<file path="src/rtl/wp_cache_pkg.sv">
// Shared types for the way-predicted lookup path.
// Assumes exactly two ways per set; a way number is one bit.
package wp_cache_pkg;

    typedef enum logic [1:0] {
        OUT_NONE = 2'd0,
        OUT_FAST = 2'd1,
        OUT_SLOW = 2'd2,
        OUT_MISS = 2'd3
    } outcome_e;

    // Victim choice: first empty way, else the way not predicted.
    function automatic logic pick_victim(input logic [1:0] valid, input logic pred);
        if (!valid[0]) return 1'b0;
        if (!valid[1]) return 1'b1;
        return ~pred;
    endfunction

endpackage

</file>
<file path="src/rtl/wp_way_store.sv">
// Storage for both ways of every set: valid bit, tag and data word per
// way, plus one prediction bit per set. Two combinational read ports
// (lookup set, refill set), one block write port, one prediction write
// port. Assumes the caller never writes a block and a prediction bit of
// different meaning to the same set in one cycle.
module wp_way_store #(
    parameter int SET_W  = 3,
    parameter int TAG_W  = 11,
    parameter int DATA_W = 32
) (
    input  logic                         clk,
    input  logic                         rst_n,
    input  logic [SET_W-1:0]             rd_set,
    output logic [1:0]                   rd_valid,
    output logic [1:0][TAG_W-1:0]        rd_tag,
    output logic [1:0][DATA_W-1:0]       rd_data,
    output logic                         rd_pred,
    input  logic [SET_W-1:0]             fl_set,
    output logic [1:0]                   fl_valid,
    output logic                         fl_pred,
    input  logic                         wr_en,
    input  logic [SET_W-1:0]             wr_set,
    input  logic                         wr_way,
    input  logic [TAG_W-1:0]             wr_tag,
    input  logic [DATA_W-1:0]            wr_data,
    input  logic                         pw_en,
    input  logic [SET_W-1:0]             pw_set,
    input  logic                         pw_val
);
    localparam int SETS = 1 << SET_W;

    logic [SETS-1:0] pred_q;

    genvar w;
    generate
        for (w = 0; w < 2; w++) begin : g_way
            logic [SETS-1:0]             valid_q;
            logic [SETS-1:0][TAG_W-1:0]  tag_q;
            logic [SETS-1:0][DATA_W-1:0] data_q;

            // Install a block into this way when it is the chosen victim.
            always_ff @(posedge clk) begin
                if (!rst_n) begin
                    valid_q <= '0;
                    tag_q   <= '0;
                    data_q  <= '0;
                end else if (wr_en && (wr_way == 1'(w))) begin
                    valid_q[wr_set] <= 1'b1;
                    tag_q[wr_set]   <= wr_tag;
                    data_q[wr_set]  <= wr_data;
                end
            end

            // Read this way at the lookup set and at the refill set.
            always_comb begin
                rd_valid[w] = valid_q[rd_set];
                rd_tag[w]   = tag_q[rd_set];
                rd_data[w]  = data_q[rd_set];
                fl_valid[w] = valid_q[fl_set];
            end
        end
    endgenerate

    // Per-set prediction bit, reset to way 0.
    always_ff @(posedge clk) begin
        if (!rst_n)     pred_q <= '0;
        else if (pw_en) pred_q[pw_set] <= pw_val;
    end

    // Prediction read for both ports.
    always_comb begin
        rd_pred = pred_q[rd_set];
        fl_pred = pred_q[fl_set];
    end
endmodule

</file>
<file path="src/rtl/wp_probe_ctrl.sv">
// Two-step probe sequencer. An accepted request probes the predicted
// way; a failure holds the request for one more cycle in which the
// other way is probed. Registers the outcome and the selected word.
// Assumes the caller blocks new requests while busy is high.
module wp_probe_ctrl
    import wp_cache_pkg::*;
#(
    parameter int SET_W  = 3,
    parameter int TAG_W  = 11,
    parameter int DATA_W = 32
) (
    input  logic              clk,
    input  logic              rst_n,
    input  logic              accept,
    input  logic [SET_W-1:0]  req_set,
    input  logic [TAG_W-1:0]  req_tag,
    input  logic              probe_hit,
    input  logic [DATA_W-1:0] probe_data,
    output logic              busy,
    output logic [SET_W-1:0]  held_set,
    output logic [TAG_W-1:0]  held_tag,
    output outcome_e          outcome,
    output logic [DATA_W-1:0] out_data
);
    // Sequence the first and second probe and register the result.
    always_ff @(posedge clk) begin
        if (!rst_n) begin
            busy     <= 1'b0;
            held_set <= '0;
            held_tag <= '0;
            outcome  <= OUT_NONE;
            out_data <= '0;
        end else if (busy) begin
            busy     <= 1'b0;
            outcome  <= probe_hit ? OUT_SLOW : OUT_MISS;
            out_data <= probe_hit ? probe_data : '0;
        end else if (accept) begin
            held_set <= req_set;
            held_tag <= req_tag;
            busy     <= !probe_hit;
            outcome  <= probe_hit ? OUT_FAST : OUT_NONE;
            out_data <= probe_hit ? probe_data : '0;
        end else begin
            outcome  <= OUT_NONE;
            out_data <= '0;
        end
    end
endmodule

</file>
<file path="src/rtl/wp_outcome_counters.sv">
// One wrapping event counter per outcome class, incremented on the
// cycle its outcome pulse is visible.
module wp_outcome_counters #(
    parameter int NUM   = 3,
    parameter int CNT_W = 16
) (
    input  logic                      clk,
    input  logic                      rst_n,
    input  logic [NUM-1:0]            inc,
    output logic [NUM-1:0][CNT_W-1:0] cnt
);
    genvar i;
    generate
        for (i = 0; i < NUM; i++) begin : g_cnt
            // Count pulses of outcome class i.
            always_ff @(posedge clk) begin
                if (!rst_n)      cnt[i] <= '0;
                else if (inc[i]) cnt[i] <= cnt[i] + 1'b1;
            end
        end
    endgenerate
endmodule

</file>
<file path="src/rtl/wp_cache_lookup.sv">
// Way-predicted two-way lookup path. Splits addresses into
// tag/set/offset, steers the probe to the predicted way, retries the
// other way one cycle later, updates the prediction on a slow hit and
// installs refill blocks with victim choice. Refill has priority over
// lookup and is held off while a second probe is in progress.
module wp_cache_lookup
    import wp_cache_pkg::*;
#(
    parameter int ADDR_W = 16,
    parameter int SET_W  = 3,
    parameter int OFS_W  = 2,
    parameter int DATA_W = 32,
    parameter int CNT_W  = 16
) (
    input  logic              clk,
    input  logic              rst_n,
    input  logic              req_valid,
    input  logic [ADDR_W-1:0] req_addr,
    output logic              req_ready,
    input  logic              fill_valid,
    input  logic [ADDR_W-1:0] fill_addr,
    input  logic [DATA_W-1:0] fill_data,
    output logic              fill_ready,
    output logic              rsp_fast_hit,
    output logic              rsp_slow_hit,
    output logic              rsp_miss,
    output logic [DATA_W-1:0] rsp_data,
    output logic [CNT_W-1:0]  cnt_fast,
    output logic [CNT_W-1:0]  cnt_slow,
    output logic [CNT_W-1:0]  cnt_miss
);
    localparam int TAG_W = ADDR_W - SET_W - OFS_W;

    logic [SET_W-1:0]        req_set, fill_set, look_set, held_set, pw_set;
    logic [TAG_W-1:0]        req_tag, fill_tag, look_tag, held_tag;
    logic [1:0]              rd_valid, fl_valid;
    logic [1:0][TAG_W-1:0]   rd_tag;
    logic [1:0][DATA_W-1:0]  rd_data;
    logic                    rd_pred, fl_pred;
    logic                    busy, accept, fill_go, probe_way, probe_hit;
    logic                    victim, pw_en, pw_val;
    logic [DATA_W-1:0]       probe_data;
    outcome_e                outcome;
    logic [2:0][CNT_W-1:0]   cnt_all;

    // Address field split for both request ports.
    always_comb begin
        req_set  = req_addr[OFS_W +: SET_W];
        req_tag  = req_addr[ADDR_W-1 -: TAG_W];
        fill_set = fill_addr[OFS_W +: SET_W];
        fill_tag = fill_addr[ADDR_W-1 -: TAG_W];
    end

    // Handshake: refill wins; nothing is taken during the second probe.
    always_comb begin
        fill_ready = !busy;
        req_ready  = !busy && !fill_valid;
        fill_go    = fill_valid && !busy;
        accept     = req_valid && req_ready;
    end

    // Probe steering: predicted way first, other way on the retry.
    always_comb begin
        look_set   = busy ? held_set : req_set;
        look_tag   = busy ? held_tag : req_tag;
        probe_way  = busy ? !rd_pred : rd_pred;
        probe_hit  = rd_valid[probe_way] && (rd_tag[probe_way] == look_tag);
        probe_data = rd_data[probe_way];
    end

    // Prediction write: slow hit retargets, refill points at new block.
    always_comb begin
        victim = pick_victim(fl_valid, fl_pred);
        pw_en  = fill_go || (busy && probe_hit);
        pw_set = busy ? held_set : fill_set;
        pw_val = busy ? probe_way : victim;
    end

    wp_way_store #(.SET_W(SET_W), .TAG_W(TAG_W), .DATA_W(DATA_W)) u_store (
        .clk      (clk),
        .rst_n    (rst_n),
        .rd_set   (look_set),
        .rd_valid (rd_valid),
        .rd_tag   (rd_tag),
        .rd_data  (rd_data),
        .rd_pred  (rd_pred),
        .fl_set   (fill_set),
        .fl_valid (fl_valid),
        .fl_pred  (fl_pred),
        .wr_en    (fill_go),
        .wr_set   (fill_set),
        .wr_way   (victim),
        .wr_tag   (fill_tag),
        .wr_data  (fill_data),
        .pw_en    (pw_en),
        .pw_set   (pw_set),
        .pw_val   (pw_val)
    );

    wp_probe_ctrl #(.SET_W(SET_W), .TAG_W(TAG_W), .DATA_W(DATA_W)) u_ctrl (
        .clk        (clk),
        .rst_n      (rst_n),
        .accept     (accept),
        .req_set    (req_set),
        .req_tag    (req_tag),
        .probe_hit  (probe_hit),
        .probe_data (probe_data),
        .busy       (busy),
        .held_set   (held_set),
        .held_tag   (held_tag),
        .outcome    (outcome),
        .out_data   (rsp_data)
    );

    // Outcome decode into the three response pulses.
    always_comb begin
        rsp_fast_hit = (outcome == OUT_FAST);
        rsp_slow_hit = (outcome == OUT_SLOW);
        rsp_miss     = (outcome == OUT_MISS);
    end

    wp_outcome_counters #(.NUM(3), .CNT_W(CNT_W)) u_cnt (
        .clk   (clk),
        .rst_n (rst_n),
        .inc   ({rsp_miss, rsp_slow_hit, rsp_fast_hit}),
        .cnt   (cnt_all)
    );

    // Counter fan-out.
    always_comb begin
        cnt_fast = cnt_all[0];
        cnt_slow = cnt_all[1];
        cnt_miss = cnt_all[2];
    end
endmodule

</file>
<file path="config.mk">
export PLATFORM = sky130hd
export DESIGN_NAME = wp_cache_lookup
export DESIGN_NICKNAME = d
export VERILOG_FILES = /design/src/rtl/wp_cache_pkg.sv /design/src/rtl/wp_way_store.sv /design/src/rtl/wp_probe_ctrl.sv /design/src/rtl/wp_outcome_counters.sv /design/src/rtl/wp_cache_lookup.sv
export SDC_FILE = /design/constraint.sdc
export NUM_CORES = 2
export LEC_CHECK = 0
export BUFFER_PORTS_ARGS = -buffer_cell sky130_fd_sc_hd__buf_2
export CORE_ASPECT_RATIO = 0.9
export CORE_UTILIZATION = 35
export CTS_BUF_LIST = sky130_fd_sc_hd__clkbuf_8
export CTS_CLUSTER_SIZE = 10
export DETAILED_ROUTE_END_ITERATION = 10
export PLACE_DENSITY = 0.63
export SLEW_MARGIN = 20
export SYNTH_ARGS = -nofsm -noshare
export SYNTH_HDL_FRONTEND = slang
export SYNTH_SLANG_ARGS = --single-unit
export TNS_END_PERCENT = 50
</file>
<file path="constraint.sdc">
create_clock -name clk -period 3.64 [get_ports clk]
set_input_delay 0.546 -clock clk [delete_from_list [all_inputs] [get_ports clk]]
set_output_delay 0.546 -clock clk [all_outputs]
set_load 0.1 [all_outputs]
</file>
==> impl_metrics.ini <==
[run_status]
status = finished, final reports clean

[timing]
worstMarginPinSlew_ns = 1.172
clock_skew_ns = 0.04842
final.setup.worst_slack_ns = 0.1443
post-route-min-period_ns = 3.496
rsz0062_at_grt = no
tns_ns = 0
whs_ns = 0.05698
setup_viol = 0
drv_slew = 0
hold_viol_final = 0
timing.fmax_mhz = 286.1
slew-limit-headroom_pct = 21.87
finalCritPeriodShare_pct = 96.04

[die]
io_pins = 153
die_x_um = 348.0
start_util_pct = 35.51
die_h_um = 313.4
rows = 113
core_um2 = 106200
fp.dieArea_um2 = 109100

[synthesis]
synth_warnings = 0
yosysSeqAreaShare_pct = 42.95
ys.flop_type = dfxtp_1
netlist_area_um2 = 37710
ys_types = 68
synthArstFlopShare_pct = 0
synth-edff-count = 0
ys_ff_latch = 809
synth_nets = 4275
avgSynthCellArea_um2 = 8.970
synth_cells = 4204

[global_route]
grt_pass1_vias = 28440
grt_pass1_wl_mm = 166.3
grtUsageTotal_pct = 19.17
grt_max_degree = 276
grt_antenna_before_repair = 15
overflow = 0

[final_layout]
stdcell_count = 5808
fin_nets = 4334
areaGrowthSynthToFinish_pct = 15.20
drive_gt1_share_pct = 12.82
final_area_um2 = 43440
final_util_pct = 40.91

[route]
drc = 0
drt_wl_total_mm = 106.3
routedWlPerCell_um = 18.31
drt_iter0_drc = 2311
route.vias.total = 29370
vias_per_cell = 5.057
ant_nets = 0
drt_pass1_iterations = 5

[power]
powerDensity_nw_per_um2 = 442.2
peakVddDrop_uv = 364.4
leakage_nw = 17.04
power_mw = 19.21

[worst_setup_path]
reg2reg_slack_ns = 0.14
crit_type = reg2reg
slowest_delay_ns = 0.60
cp.depth = 13
slowest_stage = or4_4
cpMostUsedCell = buf_12
crit_buf_inv = 3
arrival_ns = 4.18
crit_chain = buf_12, mux2_8, buf_12, mux2i_1, a32oi_1, and4_1, o221ai_1, or4_4, o32ai_4, buf_4, and3_2, a211oi_1, a211o_1
crit_fanout = 33
critPathLaunchType = register
critPathTopFamily = simple AND/OR/NAND/NOR gates
crit_required_ns = 4.32
r2r_cells = 13
end_kind = register

[worst_hold_path]
min_path_cells = 3
min_path_type = in2reg

[clocking]
numCtsBuffers = 144
cts_max_level = 4
cts.path.max_buffers = 3
root_buffer = clkbuf_8
clk_pin_slew_ns = 0.06
cts_tree = built
cts.sinks = 809
clock_latency_ns = 0.82

[placement]
placedCellCount = 5539
io_buffers = 148
post-place-ws_ns = -0.1674
placed_cell_area_um2 = 40340
hpwl_mm = 58.99
place.gp.congestion = 0.8276

[flow_run]
cap_viol_max_count = 0
[area by class of cell]
type                    instances  area, um^2
diodes                          4       10.01
multi-input cells            3011       20160
well taps                    1437        1798
clock inverters                73       399.1
inverters                      15       58.81
fillers                     10510       62740
clock buffers                 177        2436
repair buffers                282        2376
flip-flops and latches        809       16200
[registers in the layout, summed over array words and instances (netlist names)]
| name | cells |
|---|---|
| u_ctrl.held_set | 3 |
| u_store.g_way.data_q | 512 |
| u_ctrl.outcome | 2 |
| u_cnt.cnt | 48 |
| u_store.g_way.tag_q | 176 |
| u_store.g_way.valid_q | 16 |
| u_store.pred_q | 8 |
| u_ctrl.busy | 1 |
| u_ctrl.out_data | 32 |
| u_ctrl.held_tag | 11 |
[final timing paths]
path / startpoint / to
setup / recovery: u_ctrl.busy / u_store.pred_q[7]
hold / removal: req_addr[8] / u_ctrl.held_tag[3]
setup reg to reg: u_ctrl.busy / u_store.pred_q[7]
hold reg to reg: u_store.g_way[1].data_q[67] / u_store.g_way[1].data_q[67]
[metal layers]
metal  GRT usage [%]  routed length (um)  share of wire (%)
met1           26.32               51590                 49
met2           30.09               47010                 44
met3           3.805                5200                4.9
met4           6.167                2419                2.3
met5               0                 107               0.10
[kinds of logic (layout without fill, tap and decap cells)]
logic type | count (synthesis) | after routing | share of synthesized area [%]
muxes | 664 | 664 | 18.02
AOI/OAI and AO/OA | 386 | 386 | 8.425
and+or+nand+nor | 1905 | 1905 | 25.08
buffers and inverters | 384 | 547 | 4.194
adders and majority gates | 3 | 3 | 0.09955
DFF | 809 | 809 | 42.95
xor gates and xnor gates | 53 | 53 | 1.231
other | 0 | 4 | 0
[tightest hold or removal path: stages]
cell and delay (ns):
buf_2 0.11, nand2_1 0.05, a21boi_0 0.06
[power by group]
part	switching, mW	internal (mW)
Combinational	1.16	0.654
Clock	3.84	4.53
Sequential	0.0614	8.96
[cell usage after synthesis (11+ instances only)]
cell      count  area share (%)
nand2_1     879             8.7
buf_2        53            0.70
and2_1       49            0.81
buf_1        17            0.17
a21boi_0    115             2.3
nor2_1       20            0.20
a21o_1       13            0.26
a211oi_1     16            0.32
a31oi_1      35            0.58
nor2b_1     612              10
a211oi_2     30             1.0
o21a_1       11            0.22
and3_1       85             1.4
mux2i_1     647              17
xnor2_1      43             1.0
nand3_1     196             2.6
a311oi_1     96             2.2
nand4_1      18            0.30
clkbuf_1    288             2.9
a21oi_1      11            0.15
inv_1        14            0.14
a32oi_1      16            0.37
dfxtp_1     809              43
o21ai_0      15            0.20
[cell usage in the layout (no fill, tap or decap), types with 14 or more instances in the layout]
cell and n:
buf_4 74, o21ai_0 15, nor2b_1 612, a311oi_1 96, dfxtp_1 807, nand4_1 18
mux2i_1 645, clkbuf_8 177, nand2_1 872, buf_2 147, inv_1 64, a32oi_1 16
and2_1 49, a31oi_1 35, a211oi_2 32, buf_12 44, a21boi_0 115, nand3_1 194
xnor2_1 43, and3_1 84, a211oi_1 14
[what timing repair did]
item / 4_1_cts / 5_1_grt
resized for setup: 6 / 10
buffers inserted: 2 / 2
hold buffers: 10 / 0
hold endpoints to repair: 10 / 0
pin swaps: 1 / 1
setup endpoints to repair: 34 / 36
gates cloned: 1 / 0
(Power assumes the default switching activity.)
